[src/rtl/sram_ctrl_pkg.sv]
package sram_ctrl_pkg;

    typedef enum logic [2:0] {
        PH_IDLE  = 3'd0,
        PH_READ  = 3'd1,
        PH_WSET  = 3'd2,
        PH_WPULS = 3'd3,
        PH_WREC  = 3'd4
    } phase_e;

    typedef struct packed {
        logic ce_n;
        logic ce;
        logic oe_n;
        logic we_n;
        logic dq_oe;
    } pin_ctl_t;

    typedef struct packed {
        int unsigned rc;
        int unsigned aa;
        int unsigned oe;
        int unsigned wc;
        int unsigned wp;
        int unsigned cw;
        int unsigned ds;
        int unsigned hz;
    } grade_ns_t;

    localparam pin_ctl_t PINS_STANDBY = '{ce_n: 1'b1, ce: 1'b1, oe_n: 1'b1, we_n: 1'b1, dq_oe: 1'b0};
    localparam pin_ctl_t PINS_RESET   = '{ce_n: 1'b1, ce: 1'b0, oe_n: 1'b1, we_n: 1'b1, dq_oe: 1'b0};

    function automatic grade_ns_t grade_ns(input bit fast);
        grade_ns_t g;
        if (fast) begin
            g = '{rc: 70, aa: 70, oe: 35, wc: 70, wp: 55, cw: 60, ds: 30, hz: 25};
        end else begin
            g = '{rc: 85, aa: 85, oe: 45, wc: 85, wp: 55, cw: 70, ds: 35, hz: 35};
        end
        return g;
    endfunction

    function automatic int unsigned imax(input int unsigned a, input int unsigned b);
        return (a > b) ? a : b;
    endfunction

    function automatic int unsigned ns_to_cyc(input int unsigned ns, input int unsigned clk_ns);
        int unsigned c;
        c = (ns + clk_ns - 1) / clk_ns;
        return (c < 1) ? 1 : c;
    endfunction

    function automatic int unsigned rd_cycles(input bit fast, input int unsigned clk_ns);
        grade_ns_t g;
        g = grade_ns(fast);
        return imax(imax(ns_to_cyc(g.rc, clk_ns), ns_to_cyc(g.aa, clk_ns)), ns_to_cyc(g.oe, clk_ns));
    endfunction

    function automatic int unsigned wp_cycles(input bit fast, input int unsigned clk_ns);
        grade_ns_t g;
        g = grade_ns(fast);
        return imax(ns_to_cyc(g.wp, clk_ns), ns_to_cyc(g.ds, clk_ns));
    endfunction

    function automatic int unsigned su_cycles(input bit fast, input int unsigned clk_ns);
        grade_ns_t g;
        int unsigned cw;
        int unsigned wp;
        g  = grade_ns(fast);
        cw = ns_to_cyc(g.cw, clk_ns);
        wp = wp_cycles(fast, clk_ns);
        return (cw > wp + 1) ? (cw - wp) : 1;
    endfunction

    function automatic int unsigned rec_cycles(input bit fast, input int unsigned clk_ns);
        grade_ns_t g;
        int unsigned wc;
        int unsigned used;
        g    = grade_ns(fast);
        wc   = ns_to_cyc(g.wc, clk_ns);
        used = su_cycles(fast, clk_ns) + wp_cycles(fast, clk_ns);
        return (wc > used + 1) ? (wc - used) : 1;
    endfunction

    function automatic int unsigned turn_cycles(input bit fast, input int unsigned clk_ns);
        grade_ns_t g;
        g = grade_ns(fast);
        return ns_to_cyc(g.hz, clk_ns);
    endfunction

endpackage

[src/rtl/sram_down_counter.sv]
module sram_down_counter #(
    parameter int W = 8
) (
    input  logic         clk,
    input  logic         rst,
    input  logic         load,
    input  logic [W-1:0] load_val,
    output logic         zero
);
    logic [W-1:0] cnt_q;

    always_ff @(posedge clk) begin
        if (rst) begin
            cnt_q <= '0;
        end else if (load) begin
            cnt_q <= load_val;
        end else if (cnt_q != '0) begin
            cnt_q <= cnt_q - 1'b1;
        end
    end

    assign zero = (cnt_q == '0);
endmodule

[src/rtl/sram_phase_fsm.sv]
module sram_phase_fsm
    import sram_ctrl_pkg::*;
#(
    parameter int ADDR_W = 18,
    parameter int DATA_W = 8,
    parameter int CW     = 8,
    parameter int RD_C   = 22,
    parameter int SU_C   = 4,
    parameter int WP_C   = 14,
    parameter int RC_C   = 4
) (
    input  logic              clk,
    input  logic              rst,
    input  logic              req,
    input  logic              req_we,
    input  logic [ADDR_W-1:0] req_addr,
    input  logic [DATA_W-1:0] req_wdata,
    input  logic              turn_ok,
    input  logic              ph_zero,
    output logic              ph_load,
    output logic [CW-1:0]     ph_val,
    output logic              turn_load,
    output logic              ready,
    output logic              rd_valid,
    output logic [DATA_W-1:0] rd_data,
    output logic [ADDR_W-1:0] pin_addr,
    output pin_ctl_t          pin_ctl,
    output logic [DATA_W-1:0] pin_dq,
    input  logic [DATA_W-1:0] dq_in
);
    localparam logic [CW-1:0] RD_LD = CW'(RD_C - 1);
    localparam logic [CW-1:0] SU_LD = CW'(SU_C - 1);
    localparam logic [CW-1:0] WP_LD = CW'(WP_C - 1);
    localparam logic [CW-1:0] RC_LD = CW'(RC_C - 1);

    phase_e   ph_q;
    pin_ctl_t ctl_q;
    logic     accept;

    assign ready  = (ph_q == PH_IDLE) && turn_ok;
    assign accept = req && ready;

    always_comb begin
        ph_load   = 1'b0;
        ph_val    = '0;
        turn_load = 1'b0;
        unique case (ph_q)
            PH_IDLE: begin
                ph_load = accept;
                ph_val  = req_we ? SU_LD : RD_LD;
            end
            PH_READ: begin
                turn_load = ph_zero;
            end
            PH_WSET: begin
                ph_load = ph_zero;
                ph_val  = WP_LD;
            end
            PH_WPULS: begin
                ph_load = ph_zero;
                ph_val  = RC_LD;
            end
            PH_WREC: begin
                ph_load = 1'b0;
            end
            default: begin
                ph_load = 1'b0;
            end
        endcase
    end

    always_ff @(posedge clk) begin
        if (rst) begin
            ph_q     <= PH_IDLE;
            ctl_q    <= PINS_RESET;
            pin_addr <= '0;
            pin_dq   <= '0;
            rd_data  <= '0;
            rd_valid <= 1'b0;
        end else begin
            rd_valid <= 1'b0;
            ctl_q.ce <= 1'b1;
            unique case (ph_q)
                PH_IDLE: begin
                    if (accept) begin
                        pin_addr   <= req_addr;
                        ctl_q.ce_n <= 1'b0;
                        if (req_we) begin
                            pin_dq      <= req_wdata;
                            ctl_q.dq_oe <= 1'b1;
                            ph_q        <= PH_WSET;
                        end else begin
                            ctl_q.oe_n <= 1'b0;
                            ph_q       <= PH_READ;
                        end
                    end
                end
                PH_READ: begin
                    if (ph_zero) begin
                        rd_data    <= dq_in;
                        rd_valid   <= 1'b1;
                        ctl_q.oe_n <= 1'b1;
                        ctl_q.ce_n <= 1'b1;
                        ph_q       <= PH_IDLE;
                    end
                end
                PH_WSET: begin
                    if (ph_zero) begin
                        ctl_q.we_n <= 1'b0;
                        ph_q       <= PH_WPULS;
                    end
                end
                PH_WPULS: begin
                    if (ph_zero) begin
                        ctl_q.we_n <= 1'b1;
                        ph_q       <= PH_WREC;
                    end
                end
                PH_WREC: begin
                    if (ph_zero) begin
                        ctl_q.ce_n  <= 1'b1;
                        ctl_q.dq_oe <= 1'b0;
                        ph_q        <= PH_IDLE;
                    end
                end
                default: begin
                    ctl_q <= PINS_STANDBY;
                    ph_q  <= PH_IDLE;
                end
            endcase
        end
    end

    assign pin_ctl = ctl_q;
endmodule

[src/rtl/sram_async_ctrl.sv]
module sram_async_ctrl
    import sram_ctrl_pkg::*;
#(
    parameter int unsigned CLK_NS     = 4,
    parameter bit          FAST_GRADE = 1'b0,
    parameter int          ADDR_W     = 18,
    parameter int          DATA_W     = 8
) (
    input  logic              clk,
    input  logic              rst,
    input  logic              req,
    input  logic              req_we,
    input  logic [ADDR_W-1:0] req_addr,
    input  logic [DATA_W-1:0] req_wdata,
    output logic              ready,
    output logic              rd_valid,
    output logic [DATA_W-1:0] rd_data,
    output logic [ADDR_W-1:0] sram_addr,
    output logic              sram_ce_n,
    output logic              sram_ce,
    output logic              sram_oe_n,
    output logic              sram_we_n,
    output logic [DATA_W-1:0] sram_dq_out,
    output logic              sram_dq_oe,
    input  logic [DATA_W-1:0] sram_dq_in
);
    localparam int RD_CYC   = int'(rd_cycles(FAST_GRADE, CLK_NS));
    localparam int SU_CYC   = int'(su_cycles(FAST_GRADE, CLK_NS));
    localparam int WP_CYC   = int'(wp_cycles(FAST_GRADE, CLK_NS));
    localparam int RC_CYC   = int'(rec_cycles(FAST_GRADE, CLK_NS));
    localparam int TURN_CYC = int'(turn_cycles(FAST_GRADE, CLK_NS));
    localparam int MAX_CYC  = int'(imax(imax(RD_CYC, TURN_CYC), imax(imax(SU_CYC, WP_CYC), RC_CYC)));
    localparam int CW       = $clog2(MAX_CYC + 1);

    logic          ph_load;
    logic [CW-1:0] ph_val;
    logic          ph_zero;
    logic          turn_load;
    logic          turn_ok;
    pin_ctl_t      ctl;

    sram_down_counter #(.W(CW)) u_phase_cnt (
        .clk      (clk),
        .rst      (rst),
        .load     (ph_load),
        .load_val (ph_val),
        .zero     (ph_zero)
    );

    sram_down_counter #(.W(CW)) u_turn_cnt (
        .clk      (clk),
        .rst      (rst),
        .load     (turn_load),
        .load_val (CW'(TURN_CYC)),
        .zero     (turn_ok)
    );

    sram_phase_fsm #(
        .ADDR_W (ADDR_W),
        .DATA_W (DATA_W),
        .CW     (CW),
        .RD_C   (RD_CYC),
        .SU_C   (SU_CYC),
        .WP_C   (WP_CYC),
        .RC_C   (RC_CYC)
    ) u_fsm (
        .clk       (clk),
        .rst       (rst),
        .req       (req),
        .req_we    (req_we),
        .req_addr  (req_addr),
        .req_wdata (req_wdata),
        .turn_ok   (turn_ok),
        .ph_zero   (ph_zero),
        .ph_load   (ph_load),
        .ph_val    (ph_val),
        .turn_load (turn_load),
        .ready     (ready),
        .rd_valid  (rd_valid),
        .rd_data   (rd_data),
        .pin_addr  (sram_addr),
        .pin_ctl   (ctl),
        .pin_dq    (sram_dq_out),
        .dq_in     (sram_dq_in)
    );

    assign sram_ce_n  = ctl.ce_n;
    assign sram_ce    = ctl.ce;
    assign sram_oe_n  = ctl.oe_n;
    assign sram_we_n  = ctl.we_n;
    assign sram_dq_oe = ctl.dq_oe;
endmodule

[config.mk]
export PLATFORM = sky130hd
export DESIGN_NAME = sram_async_ctrl
export DESIGN_NICKNAME = d
export VERILOG_FILES = /design/src/rtl/sram_ctrl_pkg.sv /design/src/rtl/sram_down_counter.sv /design/src/rtl/sram_phase_fsm.sv /design/src/rtl/sram_async_ctrl.sv
export SDC_FILE = /design/constraint.sdc
export NUM_CORES = 1
export LEC_CHECK = 0
export CORE_AREA = 4 4 67 85
export CTS_CLUSTER_SIZE = 8
export DETAILED_ROUTE_END_ITERATION = 8
export DIE_AREA = 0 0 71 89
export PLACE_DENSITY = 0.8
export SLEW_MARGIN = 25
export SYNTH_ARGS = -nofsm -noshare
export SYNTH_HDL_FRONTEND = slang
export SYNTH_SLANG_ARGS = --single-unit
[constraint.sdc]
create_clock -name clk -period 2.3 [get_ports clk]
set_clock_uncertainty 0.05 [all_clocks]
set_input_delay 0.23 -clock clk [delete_from_list [all_inputs] [get_ports clk]]
set_output_delay 0.23 -clock clk [all_outputs]
set_load 0.05 [all_outputs]
# Word level (Yosys, flattened, before mapping)
# Index checks and enable logic that the tools add are counted.
# totals
ff_bits	53
input_bits	38
output_inout_bits	41
elab_cells	83
# classes
add_sub_neg	2
n_eq_ne	12
muxes	27
bitwise	5
n_reduce_logical	24
# ops
cell	n
5-bit 2-to-1 mux	3
5-bit case mux with 3 select lines	1
3-bit 2-to-1 mux	4
4-bit 2-to-1 mux	3
2-bit by 1-bit != test with 1-bit output (second input constant)	6
1-bit case mux with 3 select lines	4
3-bit case mux with 4 select lines	1
4-bit AND reduction	3
5-bit logical NOT	2
5-bit nonzero test	2
5-bit by 1-bit subtractor with 5-bit output (second input constant)	2
1-bit 2-to-1 mux	9
3-bit AND reduction	3
3-bit OR reduction	3
2-bit OR reduction	4
3-bit by 2-bit == test with 1-bit output (second input constant)	2
1-bit NOT	5
2-bit != test (second input constant)	2
2-bit AND reduction	2
2-bit nonzero test	2
3-bit by 1-bit == test with 1-bit output (second input constant)	1
3-bit == test (second input constant)	1
3-bit logical NOT	1
1-bit logical AND	2
other kinds (2)	2

# Depth between registers and ports, before layout
# depth
ltp_word	6
ltp_mapped	8
mapped_depth_nobuf	6

# By module
# A second synthesis with hierarchy kept.
# unflattened
cells_unflattened	290
area_unflattened_um2	2522.4
# by_module_without_submodules
module	n_inst	cells_each	area_each_um2	seq_area_each_um2
sram_phase_fsm	1	224	1939.4	860.8
sram_down_counter	2	32	287.8	100.1
sram_async_ctrl	1	2	7.5	0.0

# Least setup slack after synthesis
# No wires, ideal clock.
# synth_path
path_type	reg-to-reg
startpoint	reg u_phase_cnt.cnt_q[0]
endpoint	reg u_fsm.ctl_q (netlist bit u_fsm.pin_ctl[1])
setup_ns	0.114
t_arrival_ns	1.621
t_required_ns	2.136
path_slack_ns	0.515
stages_incl_launch_ff	8
n_path_buf	1
synth_period_minus_slack_ns	1.785
path_cell_list	dfxtp_1 -> inv_1 -> ha_1 -> or4b_1 -> buf_2 -> nor2_1 -> o21bai_1 -> a21o_1
# synth_via
elab_chain_cells	3
elab_cells_between_ends	4
cone_classes	eq/ne (2); reduce/logical (2)
# synth_rtl
element	line_no	text
start: declaration	sram_down_counter.sv:10	logic [W-1:0] cnt_q;
start signal: assignment	sram_down_counter.sv:16	cnt_q <= load_val;
start signal: assignment	sram_down_counter.sv:18	cnt_q <= cnt_q - 1'b1;
5-bit logical NOT *	sram_down_counter.sv:22	assign zero = (cnt_q == '0);
2-bit by 1-bit != test with 1-bit output (no line)	-	
3-bit AND reduction (no line) *	-	
end: declaration	sram_phase_fsm.sv:37	pin_ctl_t ctl_q;
# Every way passes the cells marked *; elsewhere a longest branch is shown, timed or not.
# A chain may end at the register's enable or synchronous reset.

# Final worst setup path
# layout_path
startpoint	reg u_turn_cnt.cnt_q[0]
endpoint	reg u_phase_cnt.cnt_q[4]
# layout_via
elab_chain_cells	5
elab_cells_between_ends	6
cone_classes	mux (2); reduce/logical (4)
# layout_rtl
element	line_no	text
start: declaration	sram_down_counter.sv:10	
start signal: assignment	sram_down_counter.sv:16	
start signal: assignment	sram_down_counter.sv:18	
5-bit logical NOT *	sram_down_counter.sv:22	
1-bit logical AND *	sram_phase_fsm.sv:40	assign ready = (ph_q == PH_IDLE) && turn_ok;
1-bit logical AND *	sram_phase_fsm.sv:41	assign accept = req && ready;
1-bit case mux with 2 select lines *	sram_phase_fsm.sv:47	unique case (ph_q)
5-bit 2-to-1 mux or 2-bit nonzero test (tied branches)	-	
# Marks and branches as above.

==> results.sh <==
export IMPL_status="finished, final reports clean"
export IMPL_post_cts_setup_buffers=0
export IMPL_vias=1956
export IMPL_synth_seq_cells=53
export IMPL_area_growth_syn_to_layout_pct=47.7
export IMPL_fin_crit_sh_pct=88.2
export IMPL_startpoint_type="flop"
export IMPL_die_w_um=71
export IMPL_layout_common_cells="clkdlybuf4s50_1 (77), dfxtp_1 (53), nand2_1 (51)"
export IMPL_critPathMaxFanout=32
export IMPL_root_buffer="clkbuf_8"
export IMPL_min_period_ns=2.03
export IMPL_start_util_pct=42.7
export IMPL_grtUsageMet3_pct=5.51
export IMPL_reg2reg_from="u_turn_cnt.cnt_q[0]"
export IMPL_path_class="flop to flop"
export IMPL_vias_per_cell=5.07
export IMPL_cts_resized=0
export IMPL_post_drt_wl_per_cell_um=13.3
export IMPL_grt_busiest_layer="met2"
export IMPL_totalWireLength_mm=5.14
export IMPL_report_final_slew_viol_count=0
export IMPL_worst_setup_hold_path_clk_slew_ns=0.10
export IMPL_clk_latency_ns=0.31
export IMPL_reg2reg_slack_ns=0.27
export IMPL_grt_max_degree=33
export IMPL_drt_initial_drc_count=82
export IMPL_n_fill_cell=425
export IMPL_grt_pass1_wl_mm=8.46
export IMPL_arrival_ns=2.21
export IMPL_holdCritPathClass="flop to flop"
export IMPL_place_ws_ns=0.284
export IMPL_port_buffers=78
export IMPL_antenna_found_initial=0
export IMPL_setup_violations=0
export IMPL_postSynthAreaPerCell_um2=8.65
export IMPL_finalHoldViolations=0
export IMPL_use_met1_pct=18.4
export IMPL_rr_worst_depth=7
export IMPL_rsz0062_at_grt="no"
export IMPL_powerDensity_nw_per_um2=1250
export IMPL_coreArea_um2=4930
export IMPL_final_antenna_net_count=0
export IMPL_synth_top_area_share_pct=50.3
export IMPL_dieArea_um2=6320
export IMPL_num_io_pins=79
export IMPL_synth_area_top_cells="dfxtp_1 (50%), nand2_1 (9.1%), a21oi_1 (8.8%), a22o_1 (3.3%), nand3_1 (3.3%)"
export IMPL_syn_nets=285
export IMPL_met2_usage_pct=29.1
export IMPL_tritoncts="done"
export IMPL_yosysTopAreaCell="dfxtp_1"
export IMPL_reg2reg_to="u_phase_cnt.cnt_q[4]"
export IMPL_hold_end="u_fsm.pin_addr[5]"
export IMPL_holdBufCountCts=0
export IMPL_final_common_cell="clkdlybuf4s50_1"
export IMPL_synthCells=244
export IMPL_synth_seq_area_share_pct=50.3
export IMPL_crit_path_end_kind="flop"
export IMPL_drc=0
export IMPL_grt_overflow=0
export IMPL_cts_sinks=53
export IMPL_worst_slack_ns=0.271
export IMPL_min_path_cells=2
export IMPL_cts_buffer_depth=2
export IMPL_nets=364
export IMPL_dp_final_hpwl_mm=3.74
export IMPL_place_gp_congestion=0.821
export IMPL_fp_dieH_um=89
export IMPL_worst_slew_pin_slew_ns=0.699
export IMPL_cp_startpoint="u_turn_cnt.cnt_q[0]"
export IMPL_drtPass1Iterations=4
export IMPL_htree_levels=2
export IMPL_drive_gt1_share_pct=7.10
export IMPL_leakage_uw=0.00116
export IMPL_max_freq_ghz=0.493
export IMPL_num_rows=29
export IMPL_diodes=0
export IMPL_ir_worst_vdd_v=0.000704
export IMPL_grt_pass1_vias=1892
export IMPL_maxCapViolations=0
export IMPL_min_from="u_fsm.pin_addr[5]"
export IMPL_synth_cell_types=38
export IMPL_synth_area_um2=2110
export IMPL_finalPower_uw=3890
export IMPL_yosysWarnings=0
export IMPL_slew_headroom_pct=53.2
export IMPL_required_ns=2.49
export IMPL_tns_ns=0
export IMPL_numCtsBuffers=5
export IMPL_gr_usage_all_layers_pct=16.6
-- sequential cells by signal, indices dropped and copies added, names as in the netlist --
| register | cells |
|---|---|
| u_fsm.pin_ctl | 5 |
| u_turn_cnt.cnt_q | 5 |
| u_fsm.rd_data | 8 |
| u_fsm.pin_addr | 18 |
| u_fsm.pin_dq | 8 |
| u_fsm.rd_valid | 1 |
| u_phase_cnt.cnt_q | 5 |
| u_fsm.ph_q | 3 |
-- worst max-delay path: stages, from the launching register on --
cell and delay, ns:
dfxtp_1 0.34, inv_1 0.10, ha_1 0.19, nor4b_4 0.41, and3_1 0.23, buf_4 0.31
o211ai_1 0.14, a21oi_1 0.18
-- how the worst max path moves through the flow --
stage / endpoint / slack (ns) / cells past startpoint
after detailed placement: u_phase_cnt.cnt_q[4] / 0.28 / 7
after CTS: u_phase_cnt.cnt_q[4] / 0.24 / 7
after global routing: u_phase_cnt.cnt_q[4] / 0.02 / 7
final: u_phase_cnt.cnt_q[4] / 0.27 / 7
after floorplan: u_fsm.pin_ctl[1] / 0.52 / 7
after global placement: u_fsm.pin_ctl[1] / 0.37 / 6
-- power breakdown --
part	switching [uW]	leakage, uW	internal [uW]
Clock	297	0.0000681	432
Combinational	1150	0.000664	745
Sequential	147	0.000432	1120
-- cell type report --
class | count | area, um2 | area share [%]
flip-flops and latches | 53 | 1060 | 34.0
clock buffers | 5 | 68.8 | 2.21
multi-input cells | 169 | 960 | 30.8
clock inverters | 3 | 65.1 | 2.09
repair buffers | 87 | 858 | 27.5
well taps | 62 | 77.6 | 2.49
inverters | 7 | 26.3 | 0.843
-- cell usage after synthesis, drive strengths merged --
library cell / instances
a31o: 1
nor2: 12
nand4: 1
buf: 5
nand3: 14
or3: 2
inv: 7
a211oi: 1
nor3: 7
xor2: 2
and2: 1
dfxtp: 53
o31ai: 1
o211ai: 2
a31oi: 1
and4b: 1
a32oi: 1
a22o: 8
a211o: 1
and4: 1
a21o: 1
nand2b: 1
a2111o: 1
o22ai: 1
xnor2: 2
and3: 1
nand2: 52
ha: 3
a21oi: 37
o21bai: 2
a2bb2oi: 1
or4b: 1
nor4b: 2
clkbuf: 10
nand3b: 1
o21ai: 5
nor4: 1
-- routing by layer --
layer / vias up / wire length [um] / part of all wire (%)
li1: 998 / - / -
met2: 69 / 2500 / 49
met1: 881 / 2160 / 42
met5: - / 0 / 0
met3: 8 / 405 / 7.9
met4: 0 / 80 / 1.6
-- kinds of logic (layout without fill, tap and decap cells) --
kind of cell / Yosys count / in the layout / synth area share [%]
xor+xnor: 4 / 4 / 1.66
fa+ha+maj: 3 / 3 / 1.78
compound gates: 64 / 64 / 18.6
flops: 53 / 53 / 50.3
buf+inv: 22 / 102 / 4.21
simple gates: 98 / 98 / 23.5
-- stage by stage --
stage / hold slack (ns) / instances / instance area, um2 / utilization, %
final: 0.409 / 386 / 3120 / 63.2
after global routing: 0.413 / 386 / 3120 / 63.2
after CTS: 0.404 / 386 / 3120 / 63.2
after detailed placement: 0.398 / 378 / 2980 / 60.4
after global placement: 0.390 / 378 / 2980 / 60.4
after floorplan: 0.281 / 244 / 2110 / -
No activity file was read; power rests on OpenSTA's default activity.
